--- config.mk ---
export PLATFORM = sky130hd
export DESIGN_NAME = twin_countdown_timer
export DESIGN_NICKNAME = d
export VERILOG_FILES = /design/src/rtl/tmr_pkg.sv /design/src/rtl/tmr_down_counter.sv /design/src/rtl/tmr_irq_unit.sv /design/src/rtl/twin_countdown_timer.sv
export SDC_FILE = /design/constraint.sdc
export NUM_CORES = 1
export LEC_CHECK = 0
export ABC_AREA = 1
export BUFFER_PORTS_ARGS = -buffer_cell sky130_fd_sc_hd__buf_2
export CAP_MARGIN = 20
export CORE_ASPECT_RATIO = 0.6
export CORE_MARGIN = 2
export CORE_UTILIZATION = 36
export CTS_BUF_LIST = sky130_fd_sc_hd__clkbuf_8
export CTS_CLUSTER_DIAMETER = 100
export DETAILED_ROUTE_END_ITERATION = 10
export SYNTH_ARGS = -nofsm -noshare
export SYNTH_HDL_FRONTEND = slang
export SYNTH_SLANG_ARGS = --single-unit
--- constraint.sdc ---
create_clock -name clk -period 2.2 [get_ports clk]
set_clock_uncertainty 0.15 [all_clocks]
set_input_delay 0.44 -clock clk [delete_from_list [all_inputs] [get_ports clk]]
set_output_delay 0.44 -clock clk [all_outputs]
set_load 0.01 [all_outputs]
--- src/rtl/tmr_pkg.sv ---
// Shared constants for the dual down-counting timer: register offsets,
// control bit layout and cause bit positions. Assumes byte addressing with
// 32-bit registers on word boundaries.
package tmr_pkg;
    localparam int unsigned NUM_TMR   = 2;
    localparam int unsigned CTRL_W    = 2 * NUM_TMR;   // enable + reload-enable per timer
    localparam int unsigned CAUSE_LSB = 1;             // timer i owns cause/mask bit CAUSE_LSB+i
    localparam int unsigned CAUSE_W   = CAUSE_LSB + NUM_TMR;

    localparam logic [7:0] OFS_CTRL  = 8'h00;
    localparam logic [7:0] OFS_TBASE = 8'h10;          // first timer register pair
    localparam logic [7:0] OFS_CAUSE = 8'h20;
    localparam logic [7:0] OFS_MASK  = 8'h24;

    // Offset of the reload register of timer i.
    function automatic logic [7:0] rld_ofs(input int unsigned i);
        return 8'(32'(OFS_TBASE) + 8 * i);
    endfunction

    // Offset of the current-value register of timer i.
    function automatic logic [7:0] val_ofs(input int unsigned i);
        return 8'(32'(OFS_TBASE) + 8 * i + 4);
    endfunction
endpackage

--- src/rtl/tmr_down_counter.sv ---
// One down-counter with its reload register.
// Assumes: run_i and reload_en_i come from the control register;
// a value write has priority over counting. expire_o is combinational and
// marks the cycle in which an enabled counter sits at zero; stop_o marks
// the same cycle when reload is off so the owner can clear the enable bit.
module tmr_down_counter #(
    parameter int unsigned CNT_W = 32
) (
    input  logic             clk,
    input  logic             rst_n,
    input  logic             run_i,
    input  logic             reload_en_i,
    input  logic             reload_wr_i,
    input  logic             value_wr_i,
    input  logic [CNT_W-1:0] wdata_i,
    output logic [CNT_W-1:0] reload_o,
    output logic [CNT_W-1:0] value_o,
    output logic             expire_o,
    output logic             stop_o
);
    logic [CNT_W-1:0] reload_q;
    logic [CNT_W-1:0] value_q;
    logic             at_zero;

    assign at_zero  = (value_q == '0);
    assign expire_o = run_i && at_zero && !value_wr_i;
    assign stop_o   = expire_o && !reload_en_i;
    assign reload_o = reload_q;
    assign value_o  = value_q;

    // Reload register: software-written only.
    always_ff @(posedge clk) begin
        if (!rst_n)           reload_q <= '0;
        else if (reload_wr_i) reload_q <= wdata_i;
    end

    // Counter: write, then reload or park at zero, else decrement.
    always_ff @(posedge clk) begin
        if (!rst_n) begin
            value_q <= '0;
        end else if (value_wr_i) begin
            value_q <= wdata_i;
        end else if (run_i) begin
            if (at_zero) begin
                if (reload_en_i) value_q <= reload_q;
            end else begin
                value_q <= value_q - 1'b1;
            end
        end
    end

    // running, nonzero counter steps down by one
    a_r3_count_down: assert property (@(posedge clk) disable iff (!rst_n)
        run_i && !value_wr_i && !at_zero |=> value_q == $past(value_q) - 1'b1);

    // periodic reload at zero takes the previous reload value
    a_r4_reload: assert property (@(posedge clk) disable iff (!rst_n)
        run_i && reload_en_i && at_zero && !value_wr_i |=> value_q == $past(reload_q));

    // one-shot parks at zero
    a_r5_park_zero: assert property (@(posedge clk) disable iff (!rst_n)
        run_i && !reload_en_i && at_zero && !value_wr_i |=> value_q == '0);

    // value write lands on the next edge
    a_r6_value_write: assert property (@(posedge clk) disable iff (!rst_n)
        value_wr_i |=> value_q == $past(wdata_i));
endmodule

--- src/rtl/tmr_irq_unit.sv ---
// Interrupt cause and mask registers for the timers.
// Assumes: expire_i[k] is a one-cycle event for timer k. A write to cause
// clears only bits written as 0; an event in the same cycle wins.
// irq_o is the OR of unmasked cause bits.
module tmr_irq_unit #(
    parameter int unsigned NUM_TMR   = 2,
    parameter int unsigned CAUSE_LSB = 1,
    parameter int unsigned W         = CAUSE_LSB + NUM_TMR
) (
    input  logic               clk,
    input  logic               rst_n,
    input  logic [NUM_TMR-1:0] expire_i,
    input  logic               cause_wr_i,
    input  logic               mask_wr_i,
    input  logic [W-1:0]       wdata_i,
    output logic [W-1:0]       cause_o,
    output logic [W-1:0]       mask_o,
    output logic               irq_o
);
    localparam logic [W-1:0] LIVE = W'(((2 ** NUM_TMR) - 1) << CAUSE_LSB);

    logic [W-1:0] cause_q;
    logic [W-1:0] mask_q;
    logic [W-1:0] set_vec;

    // Place the timer events at their cause bit positions.
    always_comb begin
        set_vec = '0;
        set_vec[CAUSE_LSB +: NUM_TMR] = expire_i;
    end

    // Cause: write-zero-to-clear, events dominate.
    always_ff @(posedge clk) begin
        if (!rst_n)          cause_q <= '0;
        else if (cause_wr_i) cause_q <= ((cause_q & wdata_i) | set_vec) & LIVE;
        else                 cause_q <= (cause_q | set_vec) & LIVE;
    end

    // Mask: plain writable bits at the live positions.
    always_ff @(posedge clk) begin
        if (!rst_n)         mask_q <= '0;
        else if (mask_wr_i) mask_q <= wdata_i & LIVE;
    end

    assign cause_o = cause_q;
    assign mask_o  = mask_q;
    assign irq_o   = |(cause_q & mask_q);

    for (genvar k = 0; k < NUM_TMR; k++) begin : g_chk
        // every expiry sets its cause bit, mask notwithstanding
        a_r7_expiry_sets: assert property (@(posedge clk) disable iff (!rst_n)
            expire_i[k] |=> cause_q[CAUSE_LSB+k]);
        // a set cause bit survives unless written as zero
        a_r7_cause_sticky: assert property (@(posedge clk) disable iff (!rst_n)
            cause_q[CAUSE_LSB+k] && !(cause_wr_i && !wdata_i[CAUSE_LSB+k])
            |=> cause_q[CAUSE_LSB+k]);
    end
endmodule

--- src/rtl/twin_countdown_timer.sv ---
// Top of the dual down-counting timer. Decodes the register port, holds the
// control register, instantiates one counter per timer and the cause/mask
// unit, and drives the combinational read data.
// Assumes: one access per cycle; writes act on the next edge; read data is
// valid while bus_rd is high and zero otherwise.
module twin_countdown_timer #(
    parameter int unsigned ADDR_W = 8,
    parameter int unsigned DATA_W = 32
) (
    input  logic              clk,
    input  logic              rst_n,
    input  logic [ADDR_W-1:0] bus_addr,
    input  logic [DATA_W-1:0] bus_wdata,
    input  logic              bus_wr,
    input  logic              bus_rd,
    output logic [DATA_W-1:0] bus_rdata,
    output logic              irq
);
    import tmr_pkg::*;

    localparam int unsigned CNT_W = DATA_W;

    logic [CTRL_W-1:0]  ctrl_q;
    logic               ctrl_wr;
    logic [NUM_TMR-1:0] expire;
    logic [NUM_TMR-1:0] stop;
    logic [CNT_W-1:0]   rld_arr [NUM_TMR];
    logic [CNT_W-1:0]   val_arr [NUM_TMR];
    logic [CAUSE_W-1:0] cause;
    logic [CAUSE_W-1:0] mask;

    assign ctrl_wr = bus_wr && (bus_addr == ADDR_W'(OFS_CTRL));

    for (genvar i = 0; i < NUM_TMR; i++) begin : g_tmr
        tmr_down_counter #(.CNT_W(CNT_W)) u_cnt (
            .clk         (clk),
            .rst_n       (rst_n),
            .run_i       (ctrl_q[2*i]),
            .reload_en_i (ctrl_q[2*i+1]),
            .reload_wr_i (bus_wr && (bus_addr == ADDR_W'(rld_ofs(i)))),
            .value_wr_i  (bus_wr && (bus_addr == ADDR_W'(val_ofs(i)))),
            .wdata_i     (bus_wdata[CNT_W-1:0]),
            .reload_o    (rld_arr[i]),
            .value_o     (val_arr[i]),
            .expire_o    (expire[i]),
            .stop_o      (stop[i])
        );

        // one-shot expiry clears its enable bit unless software writes control
        a_r5_self_disable: assert property (@(posedge clk) disable iff (!rst_n)
            stop[i] && !ctrl_wr |=> !ctrl_q[2*i]);
    end

    // Control register: software write wins over the one-shot self-clear.
    always_ff @(posedge clk) begin
        if (!rst_n) begin
            ctrl_q <= '0;
        end else if (ctrl_wr) begin
            ctrl_q <= bus_wdata[CTRL_W-1:0];
        end else begin
            for (int i = 0; i < NUM_TMR; i++) begin
                if (stop[i]) ctrl_q[2*i] <= 1'b0;
            end
        end
    end

    tmr_irq_unit #(.NUM_TMR(NUM_TMR), .CAUSE_LSB(CAUSE_LSB), .W(CAUSE_W)) u_irq (
        .clk        (clk),
        .rst_n      (rst_n),
        .expire_i   (expire),
        .cause_wr_i (bus_wr && (bus_addr == ADDR_W'(OFS_CAUSE))),
        .mask_wr_i  (bus_wr && (bus_addr == ADDR_W'(OFS_MASK))),
        .wdata_i    (bus_wdata[CAUSE_W-1:0]),
        .cause_o    (cause),
        .mask_o     (mask),
        .irq_o      (irq)
    );

    // Read mux: zero for idle cycles, unmapped addresses and unused bits.
    always_comb begin
        bus_rdata = '0;
        if (bus_rd) begin
            if (bus_addr == ADDR_W'(OFS_CTRL))  bus_rdata = DATA_W'(ctrl_q);
            if (bus_addr == ADDR_W'(OFS_CAUSE)) bus_rdata = DATA_W'(cause);
            if (bus_addr == ADDR_W'(OFS_MASK))  bus_rdata = DATA_W'(mask);
            for (int i = 0; i < NUM_TMR; i++) begin
                if (bus_addr == ADDR_W'(rld_ofs(i))) bus_rdata = DATA_W'(rld_arr[i]);
                if (bus_addr == ADDR_W'(val_ofs(i))) bus_rdata = DATA_W'(val_arr[i]);
            end
        end
    end
endmodule

Word-level counts from Yosys, hierarchy flattened
Index checks and enable logic that the tools add are counted.
{"block": "word_totals", "reg_bits": 137, "latchBits": 0, "ramBits": 0, "rom_bits": 0, "inputBits": 44, "out_inout_bits": 33, "wordCells": 71, "memories": 0}
{"block": "op_classes", "addsub": 2, "mul": 0, "div_mod_pow": 0, "order_cmp": 0, "n_eq_ne": 8, "shifts": 0, "muxes": 21, "n_bitwise": 4, "n_reduce_logical": 27}
{"cell": "32-bit two-way mux", "n": 15}
{"cell": "32-bit zero test", "n": 2}
{"cell": "32-bit by 1-bit subtractor with 32-bit output (second input constant)", "n": 2}
{"cell": "8-bit by 5-bit == test with 1-bit output (second input constant)", "n": 4}
{"cell": "8-bit by 6-bit == test with 1-bit output (second input constant)", "n": 2}
{"cell": "1-bit logical AND", "n": 13}
{"cell": "8-bit zero test", "n": 1}
{"cell": "2-bit nonzero test", "n": 4}
{"cell": "3-bit bitwise AND", "n": 2}
{"cell": "3-bit by 2-bit inequality test with 1-bit output (second input constant)", "n": 2}
{"cell": "3-bit OR", "n": 2}
{"cell": "1-bit zero test", "n": 4}
{"cell": "1-bit two-way mux", "n": 4}
{"cell": "4-bit two-way mux", "n": 1}
{"cell": "2-bit AND reduction", "n": 2}
{"cell": "3-bit two-way mux", "n": 1}
{"cell": "3-bit OR reduction", "n": 1}

Logic depth before layout (Yosys ltp)
Gate-level depths: netlist of the first run.
{"block": "depth", "word_depth": 9, "ltp_mapped": 13, "mapped_depth_nobuf": 13}

By module
From an unflattened synthesis of the first run, not the netlist that was laid out.
{"block": "hier_totals", "hier_cells": 1680, "hier_area_um2": 9938.3}
{"mod": "tmr_down_counter at g_tmr[0].u_cnt", "n_inst": 1, "cells_each": 678, "area_per_inst_um2": 4016.4, "seq_area_each_um2": 1281.2}
{"mod": "tmr_down_counter at g_tmr[1].u_cnt", "n_inst": 1, "cells_each": 679, "area_per_inst_um2": 4005.1, "seq_area_each_um2": 1281.2}
{"mod": "twin_countdown_timer", "n_inst": 1, "cells_each": 300, "area_per_inst_um2": 1745.4, "seq_area_each_um2": 80.1}
{"mod": "tmr_irq_unit", "n_inst": 1, "cells_each": 23, "area_per_inst_um2": 171.4, "seq_area_each_um2": 80.1}

Least setup slack after synthesis of the first run
Ideal clock, no wire load.
{"block": "synth_timing", "kind": "input -> output", "from": "input port bus_addr[7]", "to": "output port bus_rdata[7]", "arrival_time_ps": 1707, "t_required_ps": 1610, "slack_ps": -97, "stages": 9, "path_buffers": 2, "path_cell_list": "nor2_2 nand3_2 nor2_2 inv_1 buf_2 buf_2 o211ai_1 o21ai_0 a21oi_1"}
{"block": "synth_between", "elab_chain_cells": 7, "word_cells_on_any_way": 11, "classes_between": "5 x eq/ne; 6 x mux"}
{"element": "start, declared", "line": "twin_countdown_timer.sv:12", "text": "input logic [ADDR_W-1:0] bus_addr,"}
{"element": "8-bit by 6-bit == test with 1-bit output", "line": "twin_countdown_timer.sv:85", "text": "if (bus_addr == ADDR_W'(OFS_MASK)) bus_rdata = DATA_W'(mask);"}
{"element": "32-bit two-way mux", "line": "twin_countdown_timer.sv:85"}
{"element": "32-bit two-way mux", "line": "twin_countdown_timer.sv:87", "text": "if (bus_addr == ADDR_W'(rld_ofs(i))) bus_rdata = DATA_W'(rld_arr[i]);"}
{"element": "32-bit two-way mux", "line": "twin_countdown_timer.sv:88", "text": "if (bus_addr == ADDR_W'(val_ofs(i))) bus_rdata = DATA_W'(val_arr[i]);"}
{"element": "32-bit two-way mux", "line": "twin_countdown_timer.sv:87"}
{"element": "32-bit two-way mux *", "line": "twin_countdown_timer.sv:88"}
{"element": "32-bit two-way mux *", "line": "twin_countdown_timer.sv:82", "text": "if (bus_rd) begin"}
{"element": "end, declared", "line": "twin_countdown_timer.sv:16", "text": "output logic [DATA_W-1:0] bus_rdata,"}
Mark *: on every way between the ends. The rest lies on a longest branch, timed or not.

Worst setup path after layout of the first run
{"block": "layout_timing", "from": "input port bus_addr[3]", "to": "output port bus_rdata[6]"}
Same word-level chain as after synthesis.

==> metrics.md, run 1 <==
| Metric | Value |
|---|---|
| Outcome | `finished, violations left` |
| Violated checks | `setup timing` |
| Clk_lat worst skew | `0.49 ns` |
| Hpwl dp | `30630 um` |
| Final period util | `108.4%` |
| DRT Pass-1 Iters | `6` |
| Worst r2r dst | `g_tmr[1].u_cnt.value_o[10]` |
| Via/cell ratio | `5.352` |
| Vias in the first global route | `10370` |
| Fin util | `46.12%` |
| Pwr per Cell Area | `459.4 nW/um2` |
| Full die area | `27760 um2` |
| Syn nets | `1697` |
| Syn. warnings | `0` |
| CP Capture Type | `primary output` |
| RR Startpoint | `g_tmr[1].u_cnt.value_o[10]` |
| Slew margin rel. | `58.75%` |
| Clock Pin Slew Worst Setup and Hold Paths | `0.09 ns` |
| Initial antenna violation count | `1` |
| Sequential element share of the synthesized area | `28.65%` |
| GRT Total Usage | `28.26%` |
| Die Width | `213.8 um` |
| CP arrival | `1.80 ns` |
| Residual DRC | `0` |
| Cells along the critical path | `buf_2 > inv_1 > nand3_2 > nor2_4 > inv_4 > buf_6 > o211ai_1 > o21ai_1 > a21oi_2 > buf_2` |
| Global-route wire length before repair | `59090 um` |
| Critical Path RT | `1.61 ns` |
| Largest net degree at the start of global routing | `57` |
| Crit start category | `input port` |
| Crit-path max cell delay | `0.19 ns` |
| Unrepaired setup endpoints after global routing | `yes` |
| Setup violators final | `32` |
| Final Hold Viols | `0` |
| Post-synth top flop | `dfxtp_1` |
| CTS Buffer Depth | `2` |
| Final WL | `39070 um` |
| Vias | `11650` |
| Slew Viols, Final | `0` |
| Endpoint, Worst Hold | `g_tmr[0].u_cnt.reload_o[10]` |
| Cell area after synthesis | `9504 um2` |
| Fin crit period | `2.386 ns` |
| Worst-path maximum fanout | `6` |
| H-tree depth | `4` |
| Post-Syn Instances | `1649` |
| Mean Syn Cell Area | `5.764 um2` |
| TritonCTS clock tree | `yes` |
| Critical path's slowest cell | `o211ai_1` |
| Nets@finish | `1851` |
| Number of diodes | `0` |
| Final non-filler cell total | `2176` |
| Setup WS pre-CTS | `-0.3446 ns` |
| Root Buffer | `clkbuf_8` |
| Worst r2r path cells | `12` |
| Max VDD drop | `0.3179 mV` |
| Maximum clock frequency | `419.2 MHz` |
| Hold buffer count at cts | `0` |
| Cts bufs inserted | `17` |
| Actual slew at the worst max-slew pin | `0.6179 ns` |
| DR iter-0 viols | `1247` |
| Cell mode on critical path | `buf_2` |
| IO Count | `77` |
| Number of flops mapped to enable cells by yosys | `0` |
| Synth Register Bits | `136` |
| RePlAce Congestion | `0.9946` |
| Row cnt | `46` |
| Synth cell types | `40` |
| Worst hold path type | `in -> reg` |
| Starting density of the core | `36.29%` |
| Final instance area | `12080 um2` |
| Placed Area | `11220 um2` |
| Total global routing overflow | `0` |
| Area of the core | `26190 um2` |
| Worst R2R Setup Slack | `0.09 ns` |
| P&R area growth vs syn | `27.08%` |
| # clock sinks | `136` |
| Placed Cells | `2141` |
| Max-cap viol count | `0` |
| Critical hold path startpoint | `bus_wdata[10]` |
| Async SR Flop Fraction | `0%` |
| Avg WL per Cell | `17.95 um` |
| Worst Setup Slack, final | `-0.1858 ns` |
| Worst hold slack | `0.1090 ns` |
| Chip height | `129.9 um` |
| Hold path depth | `3` |
| ANT nets after route | `0` |
| Kind of critical path | `in -> out` |
| Lkg Pwr | `5.870 nW` |
| I/O Buffers | `76` |
| Share of layout cells above drive strength 1 | `18.94%` |
## timing repair
item                       CTS  global route
pin swaps                   28             7
setup endpoints to repair   40            86
resized for setup           74            38
buffers inserted             2             1
## kinds of logic after synthesis
kind of cell    Yosys count  share of synthesized area [%]
compound gates          341                          19.10
xor+xnor                 15                          1.382
buf+inv                 251                          10.83
simple gates            902                          39.51
flops                   136                          28.65
fa+ha+maj                 4                         0.5266
## sequential cells by signal, summed over array words and instances (netlist names)
name                  count
g_tmr.u_cnt.reload_o     64
g_tmr.u_cnt.value_o      64
ctrl_q                    4
u_irq.cause_o             2
u_irq.mask_o              2
## power breakdown
part	internal [mW]	total (mW)	switching [mW]
logic	0.134	0.426	0.292
registers	2.46	2.47	0.00298
clock network	1.51	2.66	1.15
total	4.10	5.55	1.45
## cell type report
| class | instances | area [um2] |
|---|---|---|
| fillers | 2788 | 14110 |
| multi-input cells | 1262 | 6055 |
| flip-flops and latches | 136 | 2725 |
| repair buffers | 210 | 1678 |
| inverters | 176 | 678.2 |
| well taps | 360 | 450.4 |
| clock buffers | 18 | 247.7 |
| clock inverters | 14 | 244.0 |
## cell usage in the layout (no fill, tap or decap), types with 8 or more instances in the layout
master and n:
nor2_2 24, clkbuf_8 18, dfxtp_1 134, o21ai_1 25, o22ai_1 15, xor2_1 10
a21oi_1 139, buf_6 11, inv_1 162, o21ai_0 104, a21boi_0 12, nor2_4 12
buf_2 71, a21oi_2 12, nand2_2 8, nand4_1 10, buf_4 109, nor2_1 284
nand3_1 139, nand2_1 406, buf_12 19
## cell usage after synthesis, types with 6 or more instances
library cell,count,area [um2]
o21ai_0,133,665.6
xor2_1,10,87.58
nand2_1,411,1543
nor2_2,10,62.56
inv_1,165,619.3
nand4_1,10,62.56
buf_2,24,120.1
o22ai_1,24,150.1
buf_1,6,22.52
nor2_1,303,1137
buf_4,7,52.55
inv_2,8,30.03
a21boi_1,6,45.04
nand3_1,141,705.7
dfxtp_1,136,2723
nor2_4,7,78.83
a21boi_0,12,90.09
a21oi_1,151,755.7
clkbuf_1,34,127.6
## routing by layer
layer  global-route usage [%]  vias up  routed length, um
li1                         -     5611                  -
met1                    42.32     5444              18570
met2                    41.37      548              16040
met3                    5.584       44               3846
met4                    6.413        0                609
met5                        0        -                  0
## worst max-delay path, delay by kind of cell
family / cells / cell delay [ns]
and+or+nand+nor: 2 / 0.26
AOI/OAI and AO/OA: 3 / 0.49
buffers and inverters: 5 / 0.60
## stage by stage
stage / TNS [ns] / power, mW
5_1_grt: -7.186 / 5.693
3_5_place_dp: -10.99 / 2.919
4_1_cts: -3.639 / 5.558
3_3_place_gp: -8.570 / 2.917
6_report: -3.900 / 5.549
2_1_floorplan: 0 / 2.715
## worst max path at each step
stage	startpoint	end	cells past startpoint
6_report	bus_addr[3]	bus_rdata[6]	10
5_1_grt	bus_addr[0]	bus_rdata[30]	10
4_1_cts	bus_addr[6]	bus_rdata[6]	10
3_5_place_dp	bus_addr[0]	bus_rdata[16]	10
3_3_place_gp	bus_addr[0]	bus_rdata[16]	10
2_1_floorplan	bus_addr[0]	bus_rdata[8]	9
(Power assumes the default switching activity.)
==> run 2, diff against run 1 <==
- clock period: 2.2 -> 2.3 ns (I/O delays scaled with it)
==> run 2 against run 1 <==
Compared with the run above:
- the flow still finishes with violations (setup timing)
- total power down 6.1%
- first-iteration DRC count increased by 8.3%
- sequential share of layout area shrank 0.29 points
- non-clock buffer count rose by 4
- global-route usage is 0.76 points higher
- cell count grew 0.14%
- final area is 1.3% higher
- sequential power is 4% lower
- critical endpoint is now bus_rdata[7]
- largest cell class unchanged
- largest power group unchanged
- highest routed layer unchanged
==> metrics.md, run 2 (same netlist as run 1, synthesis figures left out) <==
| Metric | Value |
|---|---|
| CTS Buffer Depth | `2 (unchanged)` |
| IO Count | `77 (unchanged)` |
| Fin crit period | `2.527 ns` |
| Share of layout cells above drive strength 1 | `19.57% (was 18.94%)` |
| Max-cap viol count | `0 (unchanged)` |
| Clk_lat worst skew | `0.50 ns (was 0.49 ns)` |
| Violated checks | `setup timing (unchanged)` |
| CP Capture Type | `primary output (unchanged)` |
| Sequential share of power | `45.3% (was 44.4%)` |
| Global-route wire length before repair | `60350 um (was 59090 um)` |
| Worst r2r path cells | `12 (unchanged)` |
| RR Startpoint | `g_tmr[1].u_cnt.value_o[1] (was g_tmr[1].u_cnt.value_o[10])` |
| Via/cell ratio | `5.371 (was 5.352)` |
| Worst hold path type | `in -> reg (unchanged)` |
| Unrepaired setup endpoints after global routing | `yes (unchanged)` |
| Final WL | `40360 um (was 39070 um)` |
| Commonest cells after routing, fill and taps aside | `407 x nand2_1, 292 x nor2_1, 162 x inv_1 (was 406 x nand2_1, 284 x nor2_1, 162 x inv_1)` |
| Crit start category | `input port (unchanged)` |
| Final period util | `109.9%` |
| DRT Pass-1 Iters | `6 (unchanged)` |
| Cts bufs inserted | `17 (unchanged)` |
| Die Width | `213.8 um (unchanged)` |
| Kind of critical path | `in -> out (unchanged)` |
| Clk network pwr share | `46.6% (was 47.9%)` |
| Initial antenna violation count | `0 (was 1)` |
| Total global routing overflow | `0 (unchanged)` |
| NetSw | `1.415 mW (was 1.447 mW)` |
| Critical Path RT | `1.69 ns (was 1.61 ns)` |
| Fin util | `46.72% (was 46.12%)` |
| GRT Total Usage | `29.03% (was 28.26%)` |
| Sw Share | `27.17% (was 26.08%)` |
| Setup_tns | `-4.725 ns (was -3.900 ns)` |
| Met2 usage | `41.60% (was 41.37%)` |
| Int Pwr | `3.793 mW (was 4.102 mW)` |
| RePlAce Congestion | `1.021 (was 0.9946)` |
| Met3 usage | `6.330% (was 5.584%)` |
| Worst R2R Setup Slack | `0.07 ns (was 0.09 ns)` |
| M1 GR Usage | `43.54% (was 42.32%)` |
| Lkg Pwr | `5.955 nW (was 5.870 nW)` |
| Vias | `11700 (was 11650)` |
| TritonCTS clock tree | `yes (unchanged)` |
| Vias in the first global route | `10460 (was 10370)` |
| Commonest non-fill, non-tap cell in the layout | `nand2_1 (unchanged)` |
| Outcome | `finished, violations left (unchanged)` |
| Full die area | `27760 um2 (unchanged)` |
| Max VDD drop | `0.2881 mV (was 0.3179 mV)` |
| Pwr per Cell Area | `425.7 nW/um2 (was 459.4 nW/um2)` |
| Avg WL per Cell | `18.52 um (was 17.95 um)` |
| Maximum clock frequency | `395.7 MHz` |
| Final Hold Viols | `0 (unchanged)` |
| Slew margin rel. | `57.74% (was 58.75%)` |
| Chip height | `129.9 um (unchanged)` |
| Critical hold path startpoint | `bus_wdata[7] (was bus_wdata[10])` |
| Worst r2r dst | `g_tmr[1].u_cnt.value_o[11] (was g_tmr[1].u_cnt.value_o[10])` |
| Setup violators final | `32 (unchanged)` |
| Row cnt | `46 (unchanged)` |
| I/O Buffers | `76 (unchanged)` |
| Starting density of the core | `36.29% (unchanged)` |
| Worst-path maximum fanout | `6 (unchanged)` |
| Nets@finish | `1855 (was 1851)` |
| Endpoint, Worst Hold | `g_tmr[1].u_cnt.reload_o[7] (was g_tmr[0].u_cnt.reload_o[10])` |
| Root Buffer | `clkbuf_8 (unchanged)` |
| Slew Viols, Final | `0 (unchanged)` |
| ANT nets after route | `0 (unchanged)` |
| DR iter-0 viols | `1351 (was 1247)` |
| P&R area growth vs syn | `28.73% (was 27.08%)` |
| Largest net degree at the start of global routing | `59 (was 57)` |
| Hpwl dp | `30670 um (was 30630 um)` |
| CP arrival | `1.92 ns (was 1.80 ns)` |
| H-tree depth | `4 (unchanged)` |
| Number of diodes | `0 (unchanged)` |
| Hold buffer count at cts | `0 (unchanged)` |
| Combinational fraction of design power | `8.2% (was 7.7%)` |
| # clock sinks | `136 (unchanged)` |
| Worst Setup Slack, final | `-0.2270 ns (was -0.1858 ns)` |
| Hold path depth | `3 (unchanged)` |
| Actual slew at the worst max-slew pin | `0.6330 ns (was 0.6179 ns)` |
| Layer with the highest usage | `met1 (unchanged)` |
| Clock Pin Slew Worst Setup and Hold Paths | `0.08 ns (was 0.09 ns)` |
| Residual DRC | `0 (unchanged)` |
| Area of the core | `26190 um2 (unchanged)` |
run 2: cell count changes in the layout (fill, tap and decap cells not counted), moves of 3 or more:
cell     delta
a21oi_2     -4
o22ai_2    +11
o21ai_1     -3
o21ai_2     +8
a21oi_1     +4
o22ai_1     -9
nor2_2     -10
nor2_1      +8
o21ai_0     -7
run 2: critical path, cell delays in order:
cell and delay (ns):
buf_2 0.11, nor2_4 0.14, nand3_4 0.10, nor2_4 0.13, inv_4 0.09, buf_12 0.15, o211ai_1 0.26, o21ai_1 0.15
a21oi_2 0.17, buf_2 0.15
run 2: final cells by class:
class,count,area (um2)
clock buffers,17,234.0
multi-input cells,1262,6126
inverters,176,690.7
flip-flops and latches,136,2725
clock inverters,14,222.7
fillers,2764,13950
repair buffers,214,1785
well taps,360,450.4
run 2: per-stage QoR:
step | setup WS (ns) | cell area, um2 | hold slack, ns | instances | power (mW)
after detailed placement | -0.2906 | 11100 | 0.3181 | 2132 | 2.802
after global placement | -0.2925 | 11100 | 0.3089 | 2132 | 2.803
after global routing | -0.2667 | 12230 | 0.1179 | 2179 | 5.349
after CTS | -0.2024 | 11930 | 0.09177 | 2172 | 5.206
final | -0.2270 | 12230 | 0.1225 | 2179 | 5.209
after floorplan | -0.009128 | 9518 | 0.2910 | 1649 | 2.596
run 2: repair_timing:
item,CTS,global route
setup buffers,6,5
gates cloned,3,2
gates resized for setup,77,64
pin swaps,21,12
setup endpoints to repair,32,57
run 2: worst max-delay path by stage:
| stage | endpoint | from | cells after the start | slack (ns) |
|---|---|---|---|---|
| CTS | bus_rdata[17] | bus_addr[7] | 11 | -0.20 |
| global placement | bus_rdata[11] | bus_addr[7] | 11 | -0.29 |
| detailed placement | bus_rdata[7] | bus_addr[0] | 10 | -0.29 |
| global route | bus_rdata[8] | bus_addr[0] | 10 | -0.27 |
| floorplan | bus_rdata[6] | bus_addr[0] | 9 | -0.009 |
| finish | bus_rdata[7] | bus_addr[0] | 10 | -0.23 |
run 2: power by group through the flow:
stage,sequential [mW],clock (mW),combinational [mW]
final,2.36,2.42,0.425
after CTS,2.36,2.44,0.404
after global placement,2.41,0,0.389
after floorplan,2.41,0,0.182
after detailed placement,2.41,0,0.388
after global routing,2.36,2.54,0.453
run 2: per-layer routing:
| metal | wire length (um) | vias up | part of all wire (%) |
|---|---|---|---|
| li1 | - | 5625 | - |
| met1 | 18930 | 5432 | 47 |
| met2 | 16200 | 595 | 40 |
| met3 | 4487 | 52 | 11 |
| met4 | 732 | 0 | 1.8 |
| met5 | 0 | - | 0 |
